==> src/rtl/spi_duplex_pkg.sv <==
package spi_duplex_pkg;
  localparam int BYTE_W  = 8;
  localparam int RATE_W  = 2;
  localparam int DIV_W   = 2 * ((1 << RATE_W) - 1) + 1;
  localparam int BITC_W  = $clog2(BYTE_W + 1);
  localparam int SYNC_N  = 3;

  localparam logic ADDR_CTRL = 1'b0;
  localparam logic ADDR_DATA = 1'b1;

  localparam int CB_MASTER = 0;
  localparam int CB_RATE   = 1;
  localparam int SB_OVF    = 5;
  localparam int SB_TXE    = 6;
  localparam int SB_RXF    = 7;

  // half period minus one, in system clocks: 4**rate - 1
  function automatic logic [DIV_W-1:0] half_m1(input logic [RATE_W-1:0] rate);
    logic [DIV_W-1:0] one;
    one = {{(DIV_W-1){1'b0}}, 1'b1};
    return (one << (2 * rate)) - one;
  endfunction
endpackage

==> src/rtl/spi_sck_gen.sv <==
module spi_sck_gen
  import spi_duplex_pkg::*;
(
  input  logic              clk,
  input  logic              rst,
  input  logic              run,
  input  logic [RATE_W-1:0] rate,
  output logic              sck,
  output logic              rise_stb,
  output logic              fall_stb
);
  logic [DIV_W-1:0] cnt;
  logic             wrap;

  assign wrap     = (cnt == half_m1(rate));
  assign rise_stb = run && wrap && !sck;
  assign fall_stb = run && wrap && sck;

  always_ff @(posedge clk) begin
    if (rst || !run) begin
      cnt <= '0;
      sck <= 1'b0;
    end else if (wrap) begin
      cnt <= '0;
      sck <= !sck;
    end else begin
      cnt <= cnt + 1'b1;
    end
  end
endmodule

==> src/rtl/spi_shift_engine.sv <==
module spi_shift_engine
  import spi_duplex_pkg::*;
(
  input  logic              clk,
  input  logic              rst,
  input  logic              master,
  input  logic              load,
  input  logic [BYTE_W-1:0] load_data,
  input  logic              m_rise,
  input  logic              m_fall,
  input  logic              sck_i,
  input  logic              sel_n,
  input  logic              sdi,
  output logic              idle,
  output logic              busy,
  output logic              sdo,
  output logic              done,
  output logic [BYTE_W-1:0] rx_byte
);
  logic [SYNC_N-1:0] sck_s;
  logic [SYNC_N-2:0] sel_s;
  logic [BYTE_W-1:0] txsh, tx_hold, rxsh;
  logic [BITC_W-1:0] cnt;
  logic s_act, s_rise, s_fall, rise, fall, last;

  always_ff @(posedge clk) begin
    if (rst) begin
      sck_s <= '0;
      sel_s <= '1;
    end else begin
      sck_s <= {sck_s[SYNC_N-2:0], sck_i};
      sel_s <= {sel_s[SYNC_N-3:0], sel_n};
    end
  end

  assign s_act  = !sel_s[SYNC_N-2];
  assign s_rise = s_act && sck_s[SYNC_N-2] && !sck_s[SYNC_N-1];
  assign s_fall = s_act && !sck_s[SYNC_N-2] && sck_s[SYNC_N-1];
  assign rise   = master ? m_rise : s_rise;
  assign fall   = master ? m_fall : s_fall;
  assign last   = (cnt == BITC_W'(BYTE_W - 1));
  assign idle   = !busy && (cnt == '0);
  assign sdo    = txsh[BYTE_W-1];

  always_ff @(posedge clk) begin
    if (rst) begin
      txsh    <= '0;
      tx_hold <= '0;
      rxsh    <= '0;
      cnt     <= '0;
      busy    <= 1'b0;
      done    <= 1'b0;
      rx_byte <= '0;
    end else begin
      done <= 1'b0;
      if (load) begin
        txsh    <= load_data;
        tx_hold <= load_data;
        busy    <= 1'b1;
        cnt     <= '0;
      end else if (!master && !s_act) begin
        cnt  <= '0;
        txsh <= tx_hold;
      end else if (rise) begin
        rxsh <= {rxsh[BYTE_W-2:0], sdi};
        if (last) begin
          done    <= 1'b1;
          rx_byte <= {rxsh[BYTE_W-2:0], sdi};
          if (!master) begin
            busy <= 1'b0;
            cnt  <= '0;
          end else begin
            cnt <= cnt + 1'b1;
          end
        end else begin
          cnt <= cnt + 1'b1;
        end
      end else if (fall) begin
        if (master && cnt == BITC_W'(BYTE_W)) begin
          busy <= 1'b0;
          cnt  <= '0;
        end else if (cnt != '0) begin
          txsh <= {txsh[BYTE_W-2:0], 1'b0};
        end
      end
    end
  end
endmodule

==> src/rtl/spi_regs.sv <==
module spi_regs
  import spi_duplex_pkg::*;
(
  input  logic              clk,
  input  logic              rst,
  input  logic              bus_wr,
  input  logic              bus_rd,
  input  logic              bus_addr,
  input  logic [BYTE_W-1:0] bus_wdata,
  output logic [BYTE_W-1:0] bus_rdata,
  input  logic              shf_idle,
  input  logic              rx_done,
  input  logic [BYTE_W-1:0] rx_byte,
  output logic              load,
  output logic [BYTE_W-1:0] tx_buf,
  output logic              master,
  output logic [RATE_W-1:0] rate,
  output logic              tx_empty,
  output logic              rx_full,
  output logic              ovf,
  output logic [BYTE_W-1:0] rx_data
);
  logic buf_full, armed;
  logic wr_data, wr_ctrl, rd_stat, rd_data, clr, full_eff;
  logic [BYTE_W-1:0] status;

  assign wr_data  = bus_wr && (bus_addr == ADDR_DATA);
  assign wr_ctrl  = bus_wr && (bus_addr == ADDR_CTRL);
  assign rd_data  = bus_rd && (bus_addr == ADDR_DATA);
  assign rd_stat  = bus_rd && (bus_addr == ADDR_CTRL);
  assign clr      = rd_data && armed;
  assign full_eff = rx_full && !clr;
  assign load     = buf_full && shf_idle;

  always_comb begin
    status            = '0;
    status[CB_MASTER] = master;
    status[CB_RATE +: RATE_W] = rate;
    status[SB_OVF]    = ovf;
    status[SB_TXE]    = tx_empty;
    status[SB_RXF]    = rx_full;
  end

  always_ff @(posedge clk) begin
    if (rst) begin
      master    <= 1'b0;
      rate      <= '0;
      tx_buf    <= '0;
      buf_full  <= 1'b0;
      tx_empty  <= 1'b1;
      rx_full   <= 1'b0;
      ovf       <= 1'b0;
      armed     <= 1'b0;
      rx_data   <= '0;
      bus_rdata <= '0;
    end else begin
      if (wr_ctrl) begin
        master <= bus_wdata[CB_MASTER];
        rate   <= bus_wdata[CB_RATE +: RATE_W];
      end
      if (wr_data) begin
        tx_buf   <= bus_wdata;
        buf_full <= 1'b1;
        tx_empty <= 1'b0;
      end else if (load) begin
        buf_full <= 1'b0;
        tx_empty <= 1'b1;
      end
      if (rd_stat && (rx_full || ovf)) armed <= 1'b1;
      else if (rd_data)                armed <= 1'b0;
      if (rx_done && !full_eff) begin
        rx_data <= rx_byte;
        rx_full <= 1'b1;
      end else if (clr) begin
        rx_full <= 1'b0;
      end
      if (rx_done && full_eff) ovf <= 1'b1;
      else if (clr)            ovf <= 1'b0;
      if (bus_rd) bus_rdata <= rd_data ? rx_data : status;
    end
  end
endmodule

==> src/rtl/spi_duplex_port.sv <==
module spi_duplex_port
  import spi_duplex_pkg::*;
(
  input  logic              clk,
  input  logic              rst,
  input  logic              bus_wr,
  input  logic              bus_rd,
  input  logic              bus_addr,
  input  logic [BYTE_W-1:0] bus_wdata,
  output logic [BYTE_W-1:0] bus_rdata,
  output logic              sck_o,
  input  logic              sck_i,
  input  logic              sel_n,
  input  logic              sdi,
  output logic              sdo
);
  logic              ctrl_master, tx_empty, rx_full, ovf_flag, xfer_done;
  logic              shf_idle, shf_busy, load, m_rise, m_fall;
  logic [RATE_W-1:0] rate;
  logic [BYTE_W-1:0] tx_buf, rx_byte, rx_data;

  spi_regs u_regs (
    .clk(clk), .rst(rst), .bus_wr(bus_wr), .bus_rd(bus_rd),
    .bus_addr(bus_addr), .bus_wdata(bus_wdata), .bus_rdata(bus_rdata),
    .shf_idle(shf_idle), .rx_done(xfer_done), .rx_byte(rx_byte),
    .load(load), .tx_buf(tx_buf), .master(ctrl_master), .rate(rate),
    .tx_empty(tx_empty), .rx_full(rx_full), .ovf(ovf_flag), .rx_data(rx_data)
  );

  spi_sck_gen u_sck (
    .clk(clk), .rst(rst), .run(shf_busy && ctrl_master), .rate(rate),
    .sck(sck_o), .rise_stb(m_rise), .fall_stb(m_fall)
  );

  spi_shift_engine u_shf (
    .clk(clk), .rst(rst), .master(ctrl_master), .load(load),
    .load_data(tx_buf), .m_rise(m_rise), .m_fall(m_fall),
    .sck_i(sck_i), .sel_n(sel_n), .sdi(sdi), .idle(shf_idle),
    .busy(shf_busy), .sdo(sdo), .done(xfer_done), .rx_byte(rx_byte)
  );
endmodule

==> config.mk <==
export PLATFORM = sky130hd
export DESIGN_NAME = spi_duplex_port
export DESIGN_NICKNAME = d
export VERILOG_FILES = /design/src/rtl/spi_duplex_pkg.sv /design/src/rtl/spi_sck_gen.sv /design/src/rtl/spi_shift_engine.sv /design/src/rtl/spi_regs.sv /design/src/rtl/spi_duplex_port.sv
export SDC_FILE = /design/constraint.sdc
export NUM_CORES = 1
export LEC_CHECK = 0
export ABC_AREA = 1
export CAP_MARGIN = 20
export CORE_MARGIN = 2
export CORE_UTILIZATION = 30
export CTS_CLUSTER_DIAMETER = 150
export DETAILED_ROUTE_END_ITERATION = 10
export GPL_TIMING_DRIVEN = 0
export HOLD_SLACK_MARGIN = 0.06
export PLACE_DENSITY = 0.5
export SYNTH_ARGS = -nofsm -noshare
export SYNTH_HDL_FRONTEND = slang
export SYNTH_HIERARCHICAL = 1
export SYNTH_SLANG_ARGS = --single-unit
==> constraint.sdc <==
create_clock -name clk -period 2.3 [get_ports clk]
set_input_delay 0.575 -clock clk [delete_from_list [all_inputs] [get_ports clk]]
set_output_delay 0.575 -clock clk [all_outputs]
set_load 0.01 [all_outputs]
# --- Word-level counts from Yosys, hierarchy flattened ---
# Cells that the tools add are included.
# Widths: inputs -> output; s select.
totals:
  ff_bits: 82
  latchBits: 0
  ramBits: 0
  rom_bits: 0
  input_bits: 16
  out_inout_bits: 10
  elab_cells: 120
  memories: 0
op_classes:
  add_sub_neg: 3
  n_mul: 0
  div_mod_pow: 0
  magnitude_cmp: 0
  eq_ne: 8
  n_shift: 1
  muxes: 31
  bitwise_logic: 4
  reduce_logical: 52
op_table:
  columns: ["cell", "n"]
  rows:
  - ["$mux 8", 7]
  - ["$logic_and 1x1->1", 21]
  - ["$mux 4", 5]
  - ["$mux 1", 19]
  - ["$reduce_bool 2->1", 6]
  - ["$reduce_bool 3->1", 4]
  - ["$logic_not 1->1", 9]
  - ["$ne 3x3->1 const B", 3]
  - ["$reduce_and 4->1", 2]
  - ["$add 7x1->7 const B", 1]
  - ["$eq 7x7->1", 1]
  - ["$shl 1x3->7 const A", 1]
  - ["$sub 7x1->7 const B", 1]
  - ["$reduce_and 5->1", 1]
  - ["$add 4x1->4 const B", 1]
  - ["$eq 4x3->1 const B", 1]
  - ["$eq 4x4->1 const B", 1]
  - ["$logic_not 4->1", 1]
  - ["$not 1->1", 4]
  - ["$reduce_bool 4->1", 1]
  - ["$reduce_or 4->1", 1]
  - ["$ne 3x2->1 const B", 1]
  - ["$reduce_and 3->1", 1]
  - ["$reduce_or 3->1", 1]
  - ["other kinds (4)", 5]

# --- Depth between registers and ports, before layout ---
# Gate-level depths: netlist of run 1.
depth:
  word_depth: 10
  mapped_depth: 17
  depth_no_buf: 17

# --- Modules after synthesis ---
# The synthesis of run 1 kept the hierarchy.
modules_own_cells:
  columns: ["module", "instances", "cells_per_inst", "area_per_inst_um2", "seq_area_each_um2"]
  rows:
  - ["spi_shift_engine", 1, 254, 1961.9, 840.8]
  - ["spi_regs", 1, 179, 1265.0, 640.6]
  - ["spi_sck_gen", 1, 68, 456.7, 160.2]
  - ["spi_duplex_port", 1, 2, 7.5, 0.0]

# --- Worst setup path before layout of run 1 ---
# No wires, ideal clock.
synth_timing:
  path_kind: "register to register"
  startpoint: "reg u_regs.rate[1]"
  endpoint: "reg u_shf.rx_byte[2]"
  setup_ns: 0.068
  arrival_time_ns: 1.882
  slack_ns: 0.350
  stages_incl_launch_ff: 16
  period_less_slack_ns: 1.950
  path_cell_list: "dfxtp_1 -> inv_1 -> nand2_1 -> ha_1 -> nand2_1 -> nand3_1 -> nor2_2 -> nand2_2 -> nor3_2 -> nand2_1 -> nand2_4 -> nand2_4 -> inv_6 -> buf_8 -> nand3_2 -> a21oi_2"
synth_via:
  elab_chain_cells: 7
synth_lines:
  columns: ["element", "line_no", "rtl"]
  rows:
  - ["start, declared", "spi_regs.sv:17", "output logic [RATE_W-1:0] rate,"]
  - ["start signal, assigned", "spi_regs.sv:59", "rate <= bus_wdata[CB_RATE +: RATE_W];"]
  - ["$shl 1x3->7", "spi_duplex_pkg.sv:21", "return (one << (2 * rate)) - one;"]
  - ["$sub 7x1->7", "spi_duplex_pkg.sv:21", null]
  - ["$eq 7x7->1", "spi_sck_gen.sv:15", "assign wrap = (cnt == half_m1(rate));"]
  - ["$logic_and 1x1->1 (2 in series)", "spi_sck_gen.sv:16", "assign rise_stb = run && wrap && !sck;"]
  - ["via m_rise", "spi_duplex_port.sv:18", "logic shf_idle, shf_busy, load, m_rise, m_fall;"]
  - ["$mux 1", "spi_shift_engine.sv:39", "assign rise = master ? m_rise : s_rise;"]
  - ["$reduce_and 4->1 (no source line)", null, null]
  - ["end signal, assigned", "spi_shift_engine.sv:68", "rx_byte <= {rxsh[BYTE_W-2:0], sdi};"]
  - ["end, declared", "spi_shift_engine.sv:18", "output logic [BYTE_W-1:0] rx_byte"]
# The timed path passes the listed nets, and every way through them passes these cells.
# A chain may end at the register's enable or synchronous reset.

# --- Worst setup path in the final report of run 1 ---
layout_timing:
  startpoint: "reg u_regs.rate[0]"
  endpoint: "reg u_shf.txsh[7]"
layout_via:
  elab_chain_cells: 8
  elab_cells_between_ends: 11
  classes_between: "1 x add/sub; 2 x eq/ne; 1 x shift; 2 x mux; 5 x reduce/logical"
layout_lines:
  columns: ["element", "line_no", "rtl"]
  rows:
  - ["$shl 1x3->7", "spi_duplex_pkg.sv:21", null]
  - ["$sub 7x1->7", "spi_duplex_pkg.sv:21", null]
  - ["$eq 7x7->1", "spi_sck_gen.sv:15", null]
  - ["$logic_and 1x1->1 (2 in series)", "spi_sck_gen.sv:16", null]
  - ["via m_rise", "spi_duplex_port.sv:18", null]
  - ["$mux 1", "spi_shift_engine.sv:39", null]
  - ["$ne 3x3->1 (no source line)", null, null]
  - ["$reduce_and 4->1 (no source line)", null, null]
  - ["end signal, assigned", "spi_shift_engine.sv:57", "txsh <= load_data;"]
  - ["end signal, assigned", "spi_shift_engine.sv:63", "txsh <= tx_hold;"]
  - ["end signal, assigned", "spi_shift_engine.sv:83", "txsh <= {txsh[BYTE_W-2:0], 1'b0};"]
  - ["end, declared", "spi_shift_engine.sv:22", "logic [BYTE_W-1:0] txsh, tx_hold, rxsh;"]
# The timed path passes the listed nets, and every way through them passes these cells.

==> results.json, run 1 <==
{
  "outcome": "finished clean",
  "grt_antenna_before_repair": 0,
  "cts_hold_buf": 0,
  "layout.nets": 567,
  "vdd_drop_max_mv": 0.339,
  "final_area_mm2": 0.00458,
  "cp-startpoint": "u_regs/rate[0]",
  "grt_pass1_wl_um": 13400,
  "startpoint_type": "register",
  "grt_max_degree": 15,
  "worst_ep_arrival_time_ns": 2.38,
  "io-pin-count": 26,
  "dpl_worst_slack_ns": -0.153,
  "relSlewSlack_pct": 52.4,
  "fin_crit_sh_pct": 93.7,
  "clk_latency_ns": 0.33,
  "die_w_um": 115,
  "finalNonFillerCells": 699,
  "ys_seq_area_share_pct": 44.5,
  "syn-num-nets": 523,
  "ant_nets": 0,
  "hold_viol": 0,
  "yosys_warnings": 6,
  "slew_viol_final": 0,
  "drtPass1Iterations": 4,
  "final_common_cell": "nand2_1",
  "fin_crit_ns": 2.15,
  "crit_path_end_kind": "register",
  "syn_area_mm2": 0.00369,
  "holdCritPathClass": "register to register",
  "maxCapViolations": 0,
  "r2r_cells": 15,
  "reg2reg_from": "u_regs/rate[0]",
  "powerDensity_mw_per_mm2": 698,
  "dpl_cell_area_mm2": 0.00413,
  "grt_remaining_overflow": 0,
  "fin_setup_tns_ns": 0,
  "fp.dieArea_mm2": 0.0132,
  "cp.required_ns": 2.52,
  "fmax_ghz": 0.464,
  "avgSynthCellArea_um2": 7.34,
  "hold_start": "u_shf/sck_s[0]",
  "row_count": 40,
  "io_buffers": 25,
  "antennaDiodeCount": 0,
  "p_leak_uw": 0.00192,
  "min_to": "u_shf/sck_s[1]",
  "worstPathMaxFanout": 10,
  "dp.cells": 675,
  "wl_per_cell_um": 11.4,
  "grt.total_usage_pct": 12.7,
  "ys_seq_elements": 82,
  "coreArea_mm2": 0.0120,
  "r2r_slack_ns": 0.15,
  "ys_types": 33,
  "drive_gt1_share_pct": 16.8,
  "via_per_inst": 4.52,
  "finalClockSkew_ns": 0.00741,
  "syn_inst": 503,
  "post-route-drc-count": 0,
  "drt_iter0_drc": 121,
  "cts_tree": "done",
  "whs_path_depth": 2,
  "setup_ws_ns": 0.146,
  "initial_core_util_pct": 30.7,
  "power_uw": 3200,
  "worstSetupPathType": "register to register",
  "layout_common_cells": "nand2_1 (121), dfxtp_1 (80), nor2_1 (76), inv_1 (48), nand3_1 (32)",
  "area_growth_pct": 24.0,
  "worstMarginPinSlew_ns": 0.711,
  "cts_sinks": 82,
  "clock_path_buffers": 2,
  "dp_hpwl_um": 5760,
  "final-setup-viol-count": 0,
  "vias": 3161,
  "clock-root-buffer": "clkbuf_16",
  "gp_congestion": 0.794,
  "clk_pin_slew_ns": 0.06,
  "cts_buffers": 9,
  "die_height_um": 115,
  "h-tree-depth": 3,
  "grt_pass1_vias": 2976,
  "wl_um": 7980,
  "r2r_end": "u_shf/txsh[7]"
}
==> cell families after synthesis <==
| kind of cell | after synthesis | synth area share [%] |
|---|---|---|
| AOI/OAI and AO/OA | 74 | 11.9 |
| xor gates and xnor gates | 6 | 1.42 |
| adders and majority gates | 4 | 1.36 |
| buffers and inverters | 72 | 8.95 |
| DFF | 82 | 44.5 |
| and+or+nand+nor | 265 | 31.9 |
==> state kept, by name, summed over array words and instances, names as in the netlist, 3 cells and up <==
register	flops
u_regs/bus_rdata	8
u_regs/rx_data	8
u_regs/tx_buf	8
u_sck/cnt	7
u_shf/cnt	4
u_shf/rx_byte	8
u_shf/rxsh	7
u_shf/sck_s	3
u_shf/tx_hold	8
u_shf/txsh	8
==> what timing repair did <==
action                                  4_1_cts  5_1_grt
pin swaps                                     0        6
gates resized for setup                       2       17
buffers inserted                              0        7
gates cloned                                  0        1
endpoints found under the setup margin        8       26
==> Yosys cell counts <==
cell type | number | area, um^2
dfxtp_1 | 82 | 1640
buf_2 | 6 | 30.0
o21ai_1 | 1 | 5.00
inv_6 | 1 | 8.76
buf_12 | 1 | 20.0
a21boi_0 | 1 | 7.51
nand2_2 | 3 | 18.8
a21oi_1 | 30 | 150
inv_2 | 7 | 26.3
or2_1 | 1 | 6.26
o21a_1 | 2 | 15.0
buf_6 | 2 | 22.5
buf_8 | 1 | 15.0
ha_1 | 4 | 50.1
nand2_4 | 7 | 78.8
o21bai_4 | 1 | 18.8
clkinv_4 | 1 | 8.76
o21ai_0 | 26 | 130
nor2_1 | 77 | 289
clkbuf_1 | 4 | 15.0
xnor2_1 | 2 | 17.5
nor3_2 | 1 | 10.0
nand3_1 | 34 | 170
a21oi_2 | 12 | 105
nand3_2 | 6 | 60.1
nand2_1 | 125 | 469
or2_2 | 2 | 12.5
nor3b_1 | 1 | 7.51
inv_1 | 49 | 184
a21boi_1 | 1 | 7.51
nor2_2 | 7 | 43.8
nor2_4 | 1 | 11.3
xor2_1 | 4 | 35.0
==> per-layer routing <==
| metal | vias to the layer above | share of wire (%) | global-route usage (%) |
|---|---|---|---|
| met1 | 1447 | 46 | 16.1 |
| met3 | 5 | 4.0 | 3.11 |
| met5 | - | 0 | 0 |
| met2 | 38 | 49 | 21.5 |
| li1 | 1671 | - | - |
| met4 | 0 | 0.83 | 3.94 |
==> power breakdown <==
group	total, uW	switching [uW]	internal (uW)
logic	292	166	126
clock network	1420	577	843
registers	1480	26.8	1460
total	3200	770	2430
==> stage by stage <==
step / util [%] / hold WS, ns
2_1_floorplan: - / 0.388
3_3_place_gp: 34.3 / 0.398
3_5_place_dp: 34.3 / 0.396
4_1_cts: 36.8 / 0.407
5_1_grt: 38.1 / 0.429
6_report: 38.1 / 0.403
==> final cells by class <==
| type | count | area [um^2] |
|---|---|---|
| buffer | 14 | 111 |
| clock buffer | 10 | 229 |
| clock inverter | 6 | 67.6 |
| fill | 1281 | 7440 |
| inverter | 58 | 228 |
| multi-input combinational | 349 | 1780 |
| sequential | 82 | 1650 |
| tap | 147 | 184 |
| timing repair buffer | 33 | 328 |
==> worst max-delay path: stages (launching register included) <==
cell and delay, ns:
dfxtp_4 0.37, inv_1 0.07, nand2_2 0.08, ha_4 0.27, inv_1 0.03, nand2_1 0.06
nand3_2 0.08, nor2_4 0.16, nand2_4 0.08, nor3_4 0.12, nand2_2 0.09, nand2_4 0.15
o21bai_4 0.12, buf_12 0.17, a21oi_2 0.12, nor2_1 0.06
==> worst max path at each step <==
stage,endpoint
CTS,u_shf/rx_byte[3]
global placement,u_regs/rx_data[0]
finish,u_shf/txsh[7]
global route,u_shf/txsh[1]
floorplan,u_shf/rx_byte[2]
detailed placement,u_regs/rx_data[1]
No activity file was read; power rests on OpenSTA's default activity.
==> run 2: changes to the inputs <==
Settings changed: CELL_PAD_IN_SITES_DETAIL_PLACEMENT set to 1, CELL_PAD_IN_SITES_GLOBAL_PLACEMENT set to 2, PLACE_DENSITY 0.5 to 0.75.
==> run 2 against run 1 <==
Register-to-register slack about the same. Clock-buffer cell count is 1 higher. Clock skew is essentially flat. Largest cell class unchanged. Final area shrank 0.46%. Power down 2.2%. Flip-flop and latch count unchanged. Clock power down 6%. Sequential power about the same. Worst hold slack improved by 0.0095 ns. Non-clock buffer count is 2 lower. Maximum frequency shrank 0.36%.
==> results.json, run 2 (synthesized netlist as in run 1, its figures left out) <==
{
  "outcome": "finished clean",
  "cts_hold_buf": 0,
  "cts_sinks": 82,
  "relSlewSlack_pct": 45.6,
  "drtPass1Iterations": 4,
  "dp_hpwl_um": 6810,
  "ant_nets": 0,
  "antennaDiodeCount": 0,
  "fin_crit_sh_pct": 94.0,
  "critical_path_buf_inv_count": 3,
  "worstPathMaxFanout": 10,
  "path_delay_family": "simple AND/OR/NAND/NOR gates",
  "io-pin-count": 26,
  "use_met3_pct": 2.95,
  "clock_path_buffers": 2,
  "crit_path_end_kind": "register",
  "fmax_ghz": 0.463,
  "grt_antenna_before_repair": 0,
  "cts_buffers": 9,
  "grt_pass1_vias": 3331,
  "final-setup-viol-count": 0,
  "cp.required_ns": 2.54,
  "final_area_mm2": 0.00455,
  "worstMarginPinSlew_ns": 0.815,
  "vias": 3238,
  "grt_pass1_wl_um": 15400,
  "layout.nets": 565,
  "grt_max_degree": 14,
  "grt.total_usage_pct": 15.0,
  "die_height_um": 115,
  "worstSetupPathType": "register to register",
  "wl_um": 9410,
  "clk_pin_slew_ns": 0.06,
  "h-tree-depth": 3,
  "grt_busiest_layer": "met2",
  "fin_crit_ns": 2.16,
  "die_w_um": 115,
  "cts_tree": "done",
  "hold_viol": 0,
  "dpl_cell_area_mm2": 0.00413,
  "worst_hold_slack_ns": 0.413,
  "vdd_drop_max_mv": 0.318,
  "holdCritPathClass": "register to register",
  "maxCapViolations": 0,
  "startpoint_type": "register",
  "drive_gt1_share_pct": 16.0,
  "powerDensity_mw_per_mm2": 686,
  "met1_usage_pct": 17.5,
  "wl_per_cell_um": 13.5,
  "slew_viol_final": 0,
  "layout_common_cells": "nand2_1 (123), dfxtp_1 (80), nor2_1 (76), inv_1 (48), nand3_1 (32)",
  "coreArea_mm2": 0.0120,
  "slowest_stage": "dfxtp_4",
  "worst_ep_arrival_time_ns": 2.40,
  "drt_iter0_drc": 81,
  "critPathMaxStageDelay_ns": 0.37,
  "via_per_inst": 4.65,
  "row_count": 40,
  "area_growth_pct": 23.4,
  "fp.dieArea_mm2": 0.0132,
  "post-route-drc-count": 0,
  "path_cells": "inv_2, nand2_2, ha_4, inv_1, nand2_1, nand3_2, nor2_4, nand2_2, nor3_2, nand2_1, nand2_4, o21bai_4, buf_12, a21oi_2, nor2_2",
  "clock-root-buffer": "clkbuf_16",
  "p_leak_uw": 0.00191,
  "initial_core_util_pct": 30.7,
  "gr-usage-met2_pct": 26.7,
  "grt_remaining_overflow": 0,
  "clk_latency_ns": 0.34,
  "final_common_cell": "nand2_1",
  "gp_congestion": 0.766,
  "io_buffers": 25,
  "finalClockSkew_ns": 0.00745
}
[run 2: cell count changes in the layout (fill, tap and decap cells not counted), moves of 2 or more]
cell,previous run,this run
buf_4,7,4
o21ai_1,1,3
o21ai_0,26,24
nand2_1,121,123
[run 2: worst paths after layout]
kind	depth (start not counted)	end	startpoint	slack (ns)
max	15	u_shf/txsh[5]	u_regs/rate[1]	0.14
min	2	u_shf/sck_s[1]	u_shf/sck_s[0]	0.41
max reg2reg	15	u_shf/txsh[5]	u_regs/rate[1]	0.14
min reg2reg	2	u_shf/sck_s[1]	u_shf/sck_s[0]	0.41
[run 2: layer usage]
metal  up-vias  routed length (um)
met4         0                 162
li1       1662                   -
met2        17                4780
met5         -                   0
met3         9                 193
met1      1550                4280
[run 2: what timing repair did]
action                                  4_1_cts  5_1_grt
buffers inserted                              0        4
cloned                                        0        2
pin swaps                                     0        7
gates resized for setup                       2       19
endpoints found under the setup margin       17       36
[run 2: cell type report]
type	instances	area, um^2
inverters	58	235
multi-input cells	349	1770
repair buffers	31	333
plain buffers	14	111
well taps	147	184
clock buffers	11	243
fillers	1498	7460
flip-flops and latches	82	1650
clock inverters	4	28.8
[run 2: through the flow]
| stage | utilization [%] | power (uW) | setup slack (ns) | TNS (ns) | instances |
|---|---|---|---|---|---|
| 4_1_cts | 36.6 | 3150 | 0.00435 | 0 | 690 |
| 6_report | 37.9 | 3120 | 0.138 | 0 | 696 |
| 5_1_grt | 37.9 | 3270 | -0.0271 | -0.181 | 696 |
| 2_1_floorplan | - | 1690 | 0.350 | 0 | 503 |
| 3_3_place_gp | 34.3 | 1780 | -0.293 | -6.31 | 675 |
| 3_5_place_dp | 34.3 | 1780 | -0.238 | -4.88 | 675 |
[run 2: power breakdown]
group	internal, uW	total (uW)	switching [uW]
Sequential	1460	1490	28.7
Combinational	127	295	168
Clock	755	1340	589
[run 2: worst register-to-register path, stage by stage, from the launching register on]
cell,delay (ns)
dfxtp_4,0.37
inv_2,0.08
nand2_2,0.07
ha_4,0.27
inv_1,0.03
nand2_1,0.06
nand3_2,0.08
nor2_4,0.15
nand2_2,0.08
nor3_2,0.11
nand2_1,0.12
nand2_4,0.16
o21bai_4,0.13
buf_12,0.17
a21oi_2,0.13
nor2_2,0.05
